## src/rtl/lcd_mux_driver.sv

```systemverilog
module lcd_mux_driver #(
  parameter int NSEG        = 8,
  parameter int FRAME_TICKS = 1024,
  parameter int BLANK_TICKS = 256
) (
  input  logic              clk,
  input  logic              rst,
  input  logic              tick,
  input  logic              standby,
  input  logic [2:0]        mode,
  input  logic [4*NSEG-1:0] pix,
  input  logic [NSEG-1:0]   gp_sel,
  input  logic [NSEG-1:0]   gp_data,
  output logic [11:0]       com_lvl,
  output logic [3*NSEG-1:0] seg_lvl
);
  localparam int TW = $clog2(FRAME_TICKS);
  localparam int BW = $clog2(BLANK_TICKS + 1);
  localparam logic [TW-1:0] LEN1 = TW'(FRAME_TICKS - 1);
  localparam logic [TW-1:0] LEN2 = TW'(FRAME_TICKS / 2 - 1);
  localparam logic [TW-1:0] LEN4 = TW'(FRAME_TICKS / 4 - 1);
  localparam logic [BW-1:0] BEND = BW'(BLANK_TICKS);
  localparam logic [2:0] V0 = 3'd0, V13 = 3'd1, V12 = 3'd2, V23 = 3'd3, V1 = 3'd4;

  logic [2:0]    cur_mode;
  logic [TW-1:0] tcnt;
  logic [1:0]    phase;
  logic          pol;
  logic [BW-1:0] bcnt;
  logic [1:0]    last_ph;
  logic          third;
  logic [TW-1:0] plen;

  wire blank = (bcnt != BEND);
  wire quiet = rst | blank | standby;

  always_comb begin
    third = 1'b0;
    case (cur_mode)
      3'd1:    begin last_ph = 2'd1; plen = LEN2; end
      3'd2:    begin last_ph = 2'd2; plen = LEN4; end
      3'd3:    begin last_ph = 2'd3; plen = LEN4; end
      3'd4:    begin last_ph = 2'd2; plen = LEN4; third = 1'b1; end
      3'd5:    begin last_ph = 2'd3; plen = LEN4; third = 1'b1; end
      default: begin last_ph = 2'd0; plen = LEN1; end
    endcase
  end

  wire stat    = (last_ph == 2'd0);
  wire ph_end  = (tcnt == plen);
  wire fr_end  = ph_end && (phase == last_ph);

  always_ff @(posedge clk) begin
    if (rst) begin
      bcnt     <= '0;
      tcnt     <= '0;
      phase    <= 2'd0;
      pol      <= 1'b0;
      cur_mode <= mode;
    end else if (blank) begin
      cur_mode <= mode;
      if (tick) bcnt <= bcnt + 1'b1;
    end else if (tick && !standby) begin
      if (!ph_end) begin
        tcnt <= tcnt + 1'b1;
      end else begin
        tcnt <= '0;
        if (fr_end) begin
          phase    <= 2'd0;
          pol      <= ~pol;
          cur_mode <= mode;
        end else begin
          phase <= phase + 2'd1;
        end
      end
    end
  end

  wire [2:0] sel_lv  = pol ? V0 : V1;
  wire [2:0] opp_lv  = pol ? V1 : V0;
  wire [2:0] idle_lv = third ? (pol ? V23 : V13) : V12;
  wire [2:0] off_lv  = stat ? sel_lv : (third ? (pol ? V13 : V23) : V12);

  for (genvar c = 0; c < 4; c++) begin : g_com
    wire used = (2'(c) <= last_ph);
    assign com_lvl[3*c +: 3] = (quiet || !used) ? V0 :
                               (phase == 2'(c)) ? sel_lv : idle_lv;
  end

  for (genvar s = 0; s < NSEG; s++) begin : g_seg
    wire [3:0] pbits = pix[4*s +: 4];
    wire       on    = pbits[phase];
    assign seg_lvl[3*s +: 3] = quiet     ? V0 :
                               gp_sel[s] ? (gp_data[s] ? V1 : V0) :
                               on        ? opp_lv : off_lv;
  end
endmodule

```

## config.mk

```make
export PLATFORM = sky130hd
export DESIGN_NAME = lcd_mux_driver
export DESIGN_NICKNAME = d
export VERILOG_FILES = /design/src/rtl/lcd_mux_driver.sv
export SDC_FILE = /design/constraint.sdc
export NUM_CORES = 1
export LEC_CHECK = 0
export ABC_AREA = 1
export CORE_MARGIN = 2
export CORE_UTILIZATION = 39
export DETAILED_ROUTE_END_ITERATION = 10
export HOLD_SLACK_MARGIN = 0.03
export PLACE_DENSITY = 0.84
export SYNTH_ARGS = -nofsm -noshare
export SYNTH_HDL_FRONTEND = slang
export SYNTH_SLANG_ARGS = --single-unit
```

## constraint.sdc

```tcl
create_clock -name clk -period 1.76 [get_ports clk]
set_clock_uncertainty 0.2 [all_clocks]
set_input_delay 0.264 -clock clk [delete_from_list [all_inputs] [get_ports clk]]
set_output_delay 0.264 -clock clk [all_outputs]
set_load 0.005 [all_outputs]
```

# Word-level counts from Yosys, hierarchy flattened
# Cells that the tools add are included.
word_totals:
  reg_bits: 25
  in_bits: 55
  out_inout_bits: 36
  wordCells: 126
op_classes:
  n_addsub: 3
  order_cmp: 5
  eq_ne: 11
  muxes: 73
  bitwise: 4
  reduce_logical: 25
ops:
  columns: ["op", "count"]
  rows:
  - ["3-bit two-way mux", 48]
  - ["10-bit one-hot mux with 2 select lines", 1]
  - ["1-bit binary-select mux with 2-bit select", 8]
  - ["10-bit by 1-bit adder with 10-bit output, second input constant", 1]
  - ["10-bit == test", 1]
  - ["10-bit two-way mux", 1]
  - ["2-bit two-way mux", 5]
  - ["9-bit by 1-bit adder with 9-bit output, second input constant", 1]
  - ["1-bit two-way mux", 9]
  - ["9-bit inequality test, second input constant", 1]
  - ["3-bit nonzero test", 3]
  - ["3-bit by 2-bit == test with 1-bit output, second input constant", 2]
  - ["3-bit == test, second input constant", 2]
  - ["2-bit one-hot mux with 3 select lines", 1]
  - ["3-bit AND reduction", 2]
  - ["2-bit OR reduction", 3]
  - ["1-bit zero test", 5]
  - ["2-bit == test, second input constant", 2]
  - ["1-bit by 2-bit less-or-equal comparator with 1-bit output, first input constant", 2]
  - ["2-bit less-or-equal comparator, first input constant", 2]
  - ["2-bit zero test", 2]
  - ["1-bit logical OR", 4]
  - ["2-bit AND reduction", 2]
  - ["4-bit AND reduction", 1]
  - ["other kinds (9)", 12]

# Longest topological paths before layout
# Gate-level depths: netlist of the first run.
logic_depth:
  ltp_word: 10
  depth_mapped: 11
  mapped_depth_nobuf: 11

# Worst setup path before layout of the first run
# No wires, ideal clock.
synth_path:
  kind: "reg-to-reg"
  start: "reg tcnt[0]"
  end: "reg cur_mode[0], enable pin"
  setup_ns: 0.311
  arrival_ns: 1.441
  required_ns: 1.249
  setup_slack_ns: -0.192
  path_stages_with_launch: 10
  path_buffers: 0
  synth_period_minus_slack_ns: 1.952
  path_cell_list: "dfxtp_1 ha_1 nand3_1 nor2_1 nand2_1 nor2_2 nand2_4 inv_2 nand2_1 o21ai_2"
synth_via:
  elab_chain_cells: 4
  word_cells_on_any_way: 5
  cone_classes: "eq/ne (1); reduce/logical (4)"
synth_lines:
  columns: ["element", "line", "rtl"]
  rows:
  - ["from (decl)", "26", "logic [TW-1:0] tcnt;"]
  - ["from (signal assigned)", "65", "tcnt <= tcnt + 1'b1;"]
  - ["10-bit == test (*)", "50", "wire ph_end = (tcnt == plen);"]
  - ["1-bit logical AND", "51", "wire fr_end = ph_end && (phase == last_ph);"]
  - ["3-bit nonzero test (no line)", null, null]
  - ["3-bit AND reduction (no line) (*)", null, null]
  - ["to (signal assigned)", "59", "cur_mode <= mode;"]
  - ["to (signal assigned)", "61", "cur_mode <= mode;"]
  - ["to (signal assigned)", "71", "cur_mode <= mode;"]
  - ["to (decl)", "25", "logic [2:0] cur_mode;"]
# Every way passes the cells marked *; elsewhere a longest branch is shown, timed or not.
# A chain may end at the register's enable or synchronous reset.

# Final worst setup path of the first run
layout_path:
  start: "reg cur_mode[2]"
  end: "out seg_lvl[20]"
layout_via:
  elab_chain_cells: 8
  word_cells_on_any_way: 13
  cone_classes: "eq/ne (5); mux (5); reduce/logical (3)"
layout_lines:
  columns: ["element", "line", "rtl"]
  rows:
  - ["3-bit == test / 3-bit by 2-bit == test with 1-bit output (equally long branches)", "39", "case (cur_mode)"]
  - ["2-bit OR reduction (no line)", null, null]
  - ["2-bit one-hot mux with 3 select lines (*)", "39", null]
  - ["2-bit zero test (*)", "49", "wire stat = (last_ph == 2'd0);"]
  - ["3-bit two-way mux (*)", "82", "wire [2:0] off_lv = stat ? sel_lv : (third ? (pol ? V13 : V23) : V12);"]
  - ["3-bit two-way mux (*)", "95", "on ? opp_lv : off_lv;"]
  - ["3-bit two-way mux (*)", "94", "gp_sel[s] ? (gp_data[s] ? V1 : V0) :"]
  - ["3-bit two-way mux (*)", "93", "assign seg_lvl[3*s +: 3] = quiet ? V0 :"]
  - ["to (decl)", "15", "output logic [3*NSEG-1:0] seg_lvl"]
# Marked as above.

==> reports/qor.txt, run 1 <==
P per Cell Area - 330 mW/mm²
proportion of netlist area held by the largest area contributor - 20.8%
actual slew at the worst max-slew pin - 646 ps
multiplexer share of the synthesized area - 0%
RR Startpoint - cur_mode[1]
Worst path max stage delay - 480 ps
CP max-delay cell - edfxtp_1
ratio of cells with drive above 1 in the final layout - 37.7%
crit path launch - cur_mode[2]
CTS Root Buffer Type - clkbuf_8
most frequent cells in the layout - nand2_1 (110), buf_4 (66), clkdlybuf4s50_1 (54)
Die Area - 0.00621 mm²
Final Max Tran Viols - 0
XOR/XNOR Fraction of Synth Area - 2.81%
most common cell after layout, fill and taps aside - nand2_1
Clock Pin Slew Worst Setup and Hold Paths - 90 ps
HP Class - reg2reg
post-route setup TNS - -21,250 ps
FP Rows - 27
Distinct cells, synth - 30
status - complete, but fails checks
worst rel slew slack - 57.0%
H-tree depth - 1
drt total wl - 9020 µm
CP Capture Point - seg_lvl[20]
GP Congestion - 0.931
initial drt markers - 143
largest area contributor in the netlist - nand2_1
Die Y - 78.8 µm
final period utilization - 134%
critical path depth - 9
hold_buf cts - 0
total track usage - 26.8%
Worst EP arrival - 1900 ps
Congestion Overflow GR - 0
clock buffer depth - 2
Syn Inst Count - 365
drt pass-1 iters - 5
minimum clock period - 2360 ps
Boundary Pins - 91
area grow syn2layout - 88.3%
antenna diode instance count - 0
Post-Place Setup Slack - -870 ps
sequential share of the synthesized area - 24.3%
post-route ant nets - 0
max_cap viols - 0
post-synthesis sequential element count - 25
Worst Path Required - 1300 ps
Yosys Warn Count - 0
largest family of logic cells by synthesized area - simple AND/OR/NAND/NOR gates
Clock Latency Late Sink - 280 ps
CP Class - reg2out
drt drc - 0
Max VDD drop - 0.249 mV
setup ws final - -602 ps
first-pass GRT wire length - 13,600 µm
Setup Viol. Count Final - 49
Fmax - 423 MHz
Die W - 78.8 µm
Synth Area in Adders - 4.01%
Synth Area in Compound Gates - 7.16%
Top delay family on crit path - buffers and inverters
largest net degree at the start of global routing - 18
Post-Synth Simple-Gate Area - 53.2%
initial antenna violation count - 0
Worst R2R Setup Slack - -330 ps
WP buf/inv - 3
NumNets Final - 596
RSZ-0062 raised after global routing - yes
Synth Cell Area - 0.00218 mm²
initial cell density of the core - 39.9%
Clock Sinks - 25
critical path cell sequence - nand2_2 > nand2_2 > buf_6 > nand4_1 > buf_6 > nand2_1 > nand3b_1 > a21oi_2 > dlygate4sd2_1
Avg Inst Size Synth - 5.98 µm²
Register-to-Register Path Depth - 12
Final Hold Viols - 0
Crit. End Element - output pin
detailed-route wire length per cell - 14.9 µm
synth top area cells - nand2_1 (21%), dfxtp_1 (20%), nand3_1 (7.3%)
via count - 3,209
leakage power - 0.00185 µW
Power Total - 1350 µW
# fillers - 393
Inserted Clock Buffers - 3
Mapped Nets - 427
Startpoint Class - flop
failing checks - negative setup slack
Final HPWL DP - 6110 µm
CTS tree - built
CORE AREA - 0.00547 mm²
number of global-route vias before repair - 3,024
Via density - 5.30
I/O Buffers - 90
FF-to-FF End - cur_mode[0]
top fanout value on the critical path - 8
-- what timing repair did --
item,CTS,global route
buffers inserted,7,8
gates cloned,1,0
pin swaps,16,19
resized for setup,156,51
endpoints found under the setup margin,51,60
endpoints found under the hold margin,0,0
-- state kept, by name (all words and copies together), names as in the netlist --
name,cells
bcnt,9
tcnt,10
phase,2
pol,1
cur_mode,3
-- metrics by stage --
step                      hold WS (ps)  cells  util (%)  area (µm²)
after CTS                          291    598      71.0        3880
after detailed placement           276    586      68.0        3720
final                              293    605      75.1        4110
after floorplan                    140    365         -        2270
after global routing               313    605      75.1        4110
after global placement             273    586      68.0        3720
-- final cells by class --
type                    instances  area [µm²]  area share, %
multi-input cells             295        1850           44.9
clock inverters                 1        7.51          0.183
flip-flops and latches         25         534           13.0
well taps                      72        90.1           2.19
repair buffers                171        1440           35.1
clock buffers                   3        41.3           1.00
inverters                      38         150           3.65
-- worst min path at each step --
stage             from  endpoint  slack, ps  depth (start not counted)
2_1_floorplan      rst   bcnt[2]        140                          1
3_3_place_gp   bcnt[1]   bcnt[1]        270                          2
3_5_place_dp   bcnt[7]   bcnt[7]        280                          2
4_1_cts        bcnt[7]   bcnt[7]        290                          2
5_1_grt        bcnt[1]   bcnt[1]        310                          2
6_report       bcnt[1]   bcnt[1]        290                          2
-- tightest hold or removal path, cell delays in order (launching register included) --
cell	delay [ps]
dfxtp_2	330
inv_2	70
a21oi_1	60
-- metal layers --
layer,vias up,global-route usage (%),wire [µm]
li1,1531,-,-
met1,1503,30.4,3480
met2,143,51.8,4810
met3,32,2.95,435
met4,0,8.79,289
met5,-,0,0
-- power by group --
part | switching, µW | total [µW] | internal (µW)
sequential | 8.06 | 593 | 585
clock | 198 | 359 | 161
combinational | 181 | 403 | 222
-- synthesized netlist by cell type (all sizes together) --
master  number
nand2      128
nor2        43
inv         37
nand3       33
dfxtp       22
a21oi       20
nor3        16
nand3b      12
o21ai        9
nand4        8
nor4         8
ha           7
xor2         7
buf          4
clkbuf       4
edfxtp       3
nor3b        2
clkinv       1
o211ai       1
-- cells by family after synthesis --
logic type,Yosys count
simple gates,250
buf+inv,46
compound gates,30
flops,25
xor+xnor,7
fa+ha+maj,7
No activity file was read; power rests on OpenSTA's default activity.
==> run 2, diff against run 1 <==
- CORE_UTILIZATION: 39 -> 47
- PLACE_DENSITY: 0.84 -> 0.94
- clock period: 1.76 -> 3 ns (I/O delays scaled with it)
==> run 2 against run 1 <==
Net effect: the flow still finishes with violations (negative setup slack); die area decreased by 16%; sequential share of layout area increased by 2.7 points; global-route usage increased by 2.3 points; sequential power is 41% lower; highest routed layer unchanged.
==> reports/qor.txt, run 2 (synthesis results as in run 1) <==
status - complete, but fails checks
failing checks - negative setup slack
actual slew at the worst max-slew pin - 464 ps (-182 ps)
antenna diode instance count - 0 (unchanged)
I/O Buffers - 90 (unchanged)
most frequent cells in the layout - nand2_1 (121), clkdlybuf4s50_1 (59), nor2_1 (37)
most common cell after layout, fill and taps aside - nand2_1
Die Area - 0.00521 mm² (-16%)
drt total wl - 8260 µm (-8.4%)
Psw - 206 µW (-47%)
detailed-route wire length per cell - 15.9 µm (+6.9%)
Worst path max stage delay - 550 ps (+70 ps)
hold_buf cts - 0 (unchanged)
total track usage - 29.2% (+2.3 points)
first-pass GRT wire length - 12,100 µm (-11%)
Inserted Clock Buffers - 3 (unchanged)
Placed Cells - 503 (-14%)
number of global-route vias before repair - 2,635 (-13%)
WP buf/inv - 4 (+1)
clock buffer depth - 2 (unchanged)
via count - 2,956 (-7.9%)
leakage power - 0.00177 µW (-4.2%)
CP Class - reg2out
Clock Pin Slew Worst Setup and Hold Paths - 90 ps (about the same)
Setup Viol. Count Final - 1 (-98%)
Die W - 72.2 µm (-8.5%)
area grow syn2layout - 55.3%
Final Max Tran Viols - 0 (unchanged)
HP Class - reg2reg
clock share of power - 28.9% (+2.4 points)
combinational share of power - 23.9% (-5.9 points)
CORE AREA - 0.00441 mm² (-19%)
CTS Root Buffer Type - clkbuf_8
initial antenna violation count - 0 (unchanged)
Top delay family on crit path - buffers and inverters
setup ws final - -51.6 ps (+550 ps)
Boundary Pins - 91 (unchanged)
initial cell density of the core - 49.5% (+9.6 points)
Worst EP arrival - 2400 ps (+500 ps)
Largest register FFs - 10 (unchanged)
Int Power - 531 µW (-45%)
max_cap viols - 0 (unchanged)
final period utilization - 102%
worst rel slew slack - 69.0% (+12 points)
final cell count without fillers - 518 (-14%)
Final Hold Viols - 0 (unchanged)
# fillers - 308 (-22%)
Congestion Overflow GR - 0 (unchanged)
CP max-delay cell - clkdlybuf4s50_1
Via density - 5.71 (+7.6%)
GP Congestion - 0.913 (-1.9%)
hold slack - 290 ps (-3.13 ps)
drt pass-1 iters - 7 (+2)
post-route ant nets - 0 (unchanged)
Crit. End Element - output pin
FP Rows - 24 (-11%)
NumNets Final - 529 (-11%)
minimum clock period - 3050 ps
Die Y - 72.2 µm (-8.5%)
sequential power share - 47.3% (+3.5 points)
Power Total - 737 µW (-46%)
register with the most flip-flops - tcnt
top fanout value on the critical path - 17 (+9)
Clock Latency Late Sink - 280 ps (about the same)
Fmax - 328 MHz
Worst Path Required - 2350 ps (+1050 ps)
Startpoint Class - flop
ratio of cells with drive above 1 in the final layout - 11.6% (-26 points)
drt drc - 0 (unchanged)
CTS tree - built
Post-Place Setup Slack - 46.1 ps (+917 ps)
largest net degree at the start of global routing - 21 (+3)
initial drt markers - 245 (+71%)
P per Cell Area - 217 mW/mm² (-34%)
top flop regs - tcnt: 10 flops, bcnt: 9 flops, cur_mode: 3 flops
H-tree depth - 1 (unchanged)
critical path cell sequence - inv_1 > ha_2 > nand2_1 > nor2_2 > nand2_2 > nor3_4 > buf_12 > inv_4 > nor4_2 > clkdlybuf4s50_1
RSZ-0062 raised after global routing - yes
Final HPWL DP - 5700 µm (-6.6%)
Max VDD drop - 0.213 mV (-15%)
switch share - 27.9% (-0.67 points)
Clock Sinks - 25 (unchanged)
run 2: power by group through the flow:
stage / Combinational (µW) / Sequential (µW) / Clock, µW
2_1_floorplan: 63.0 / 355 / 0
4_1_cts: 161 / 348 / 213
3_5_place_dp: 156 / 356 / 0
6_report: 176 / 348 / 213
5_1_grt: 189 / 349 / 221
3_3_place_gp: 152 / 355 / 0
run 2: routing by layer:
metal | track usage, % | routed length [µm] | vias up
li1 | - | - | 1399
met1 | 33.4 | 3130 | 1351
met4 | 13.2 | 445 | 0
met3 | 3.19 | 603 | 47
met5 | 0 | 0 | -
met2 | 53.9 | 4080 | 159
run 2: repair_timing:
action | in CTS | in global routing
gates cloned | 0 | 1
endpoints found under the setup margin | 32 | 24
pin swaps | 3 | 3
buffers inserted | 4 | 6
resized for setup | 19 | 30
run 2: cell type report:
type,count,area [µm²],share of cell area (%)
multi-input combinational,295,1550,45.7
timing repair buffer,104,1050,31.0
sequential,25,532,15.7
inverter,38,145,4.28
tap,52,65.1,1.92
clock buffer,3,41.3,1.22
clock inverter,1,7.51,0.221
run 2: tightest hold or removal path: stages, from the launching register on:
cell and delay [ps]:
dfxtp_2 340, inv_2 60, a21oi_1 50
run 2: final timing paths:
path	to	cells past startpoint	startpoint	slack, ps
hold reg to reg	bcnt[0]	2	bcnt[0]	290
setup / recovery	seg_lvl[16]	10	bcnt[1]	-50
hold / removal	bcnt[0]	2	bcnt[0]	290
setup reg to reg	cur_mode[0]	9	tcnt[0]	740
run 2: stage by stage:
step                      instance area (µm²)  utilization (%)  setup TNS (ps)
after global placement                   3140             71.0               0
after global routing                     3390             76.8            -250
after detailed placement                 3140             71.0               0
after floorplan                          2180                -               0
final                                    3390             76.8           -51.6
after CTS                                3250             73.5           -83.1
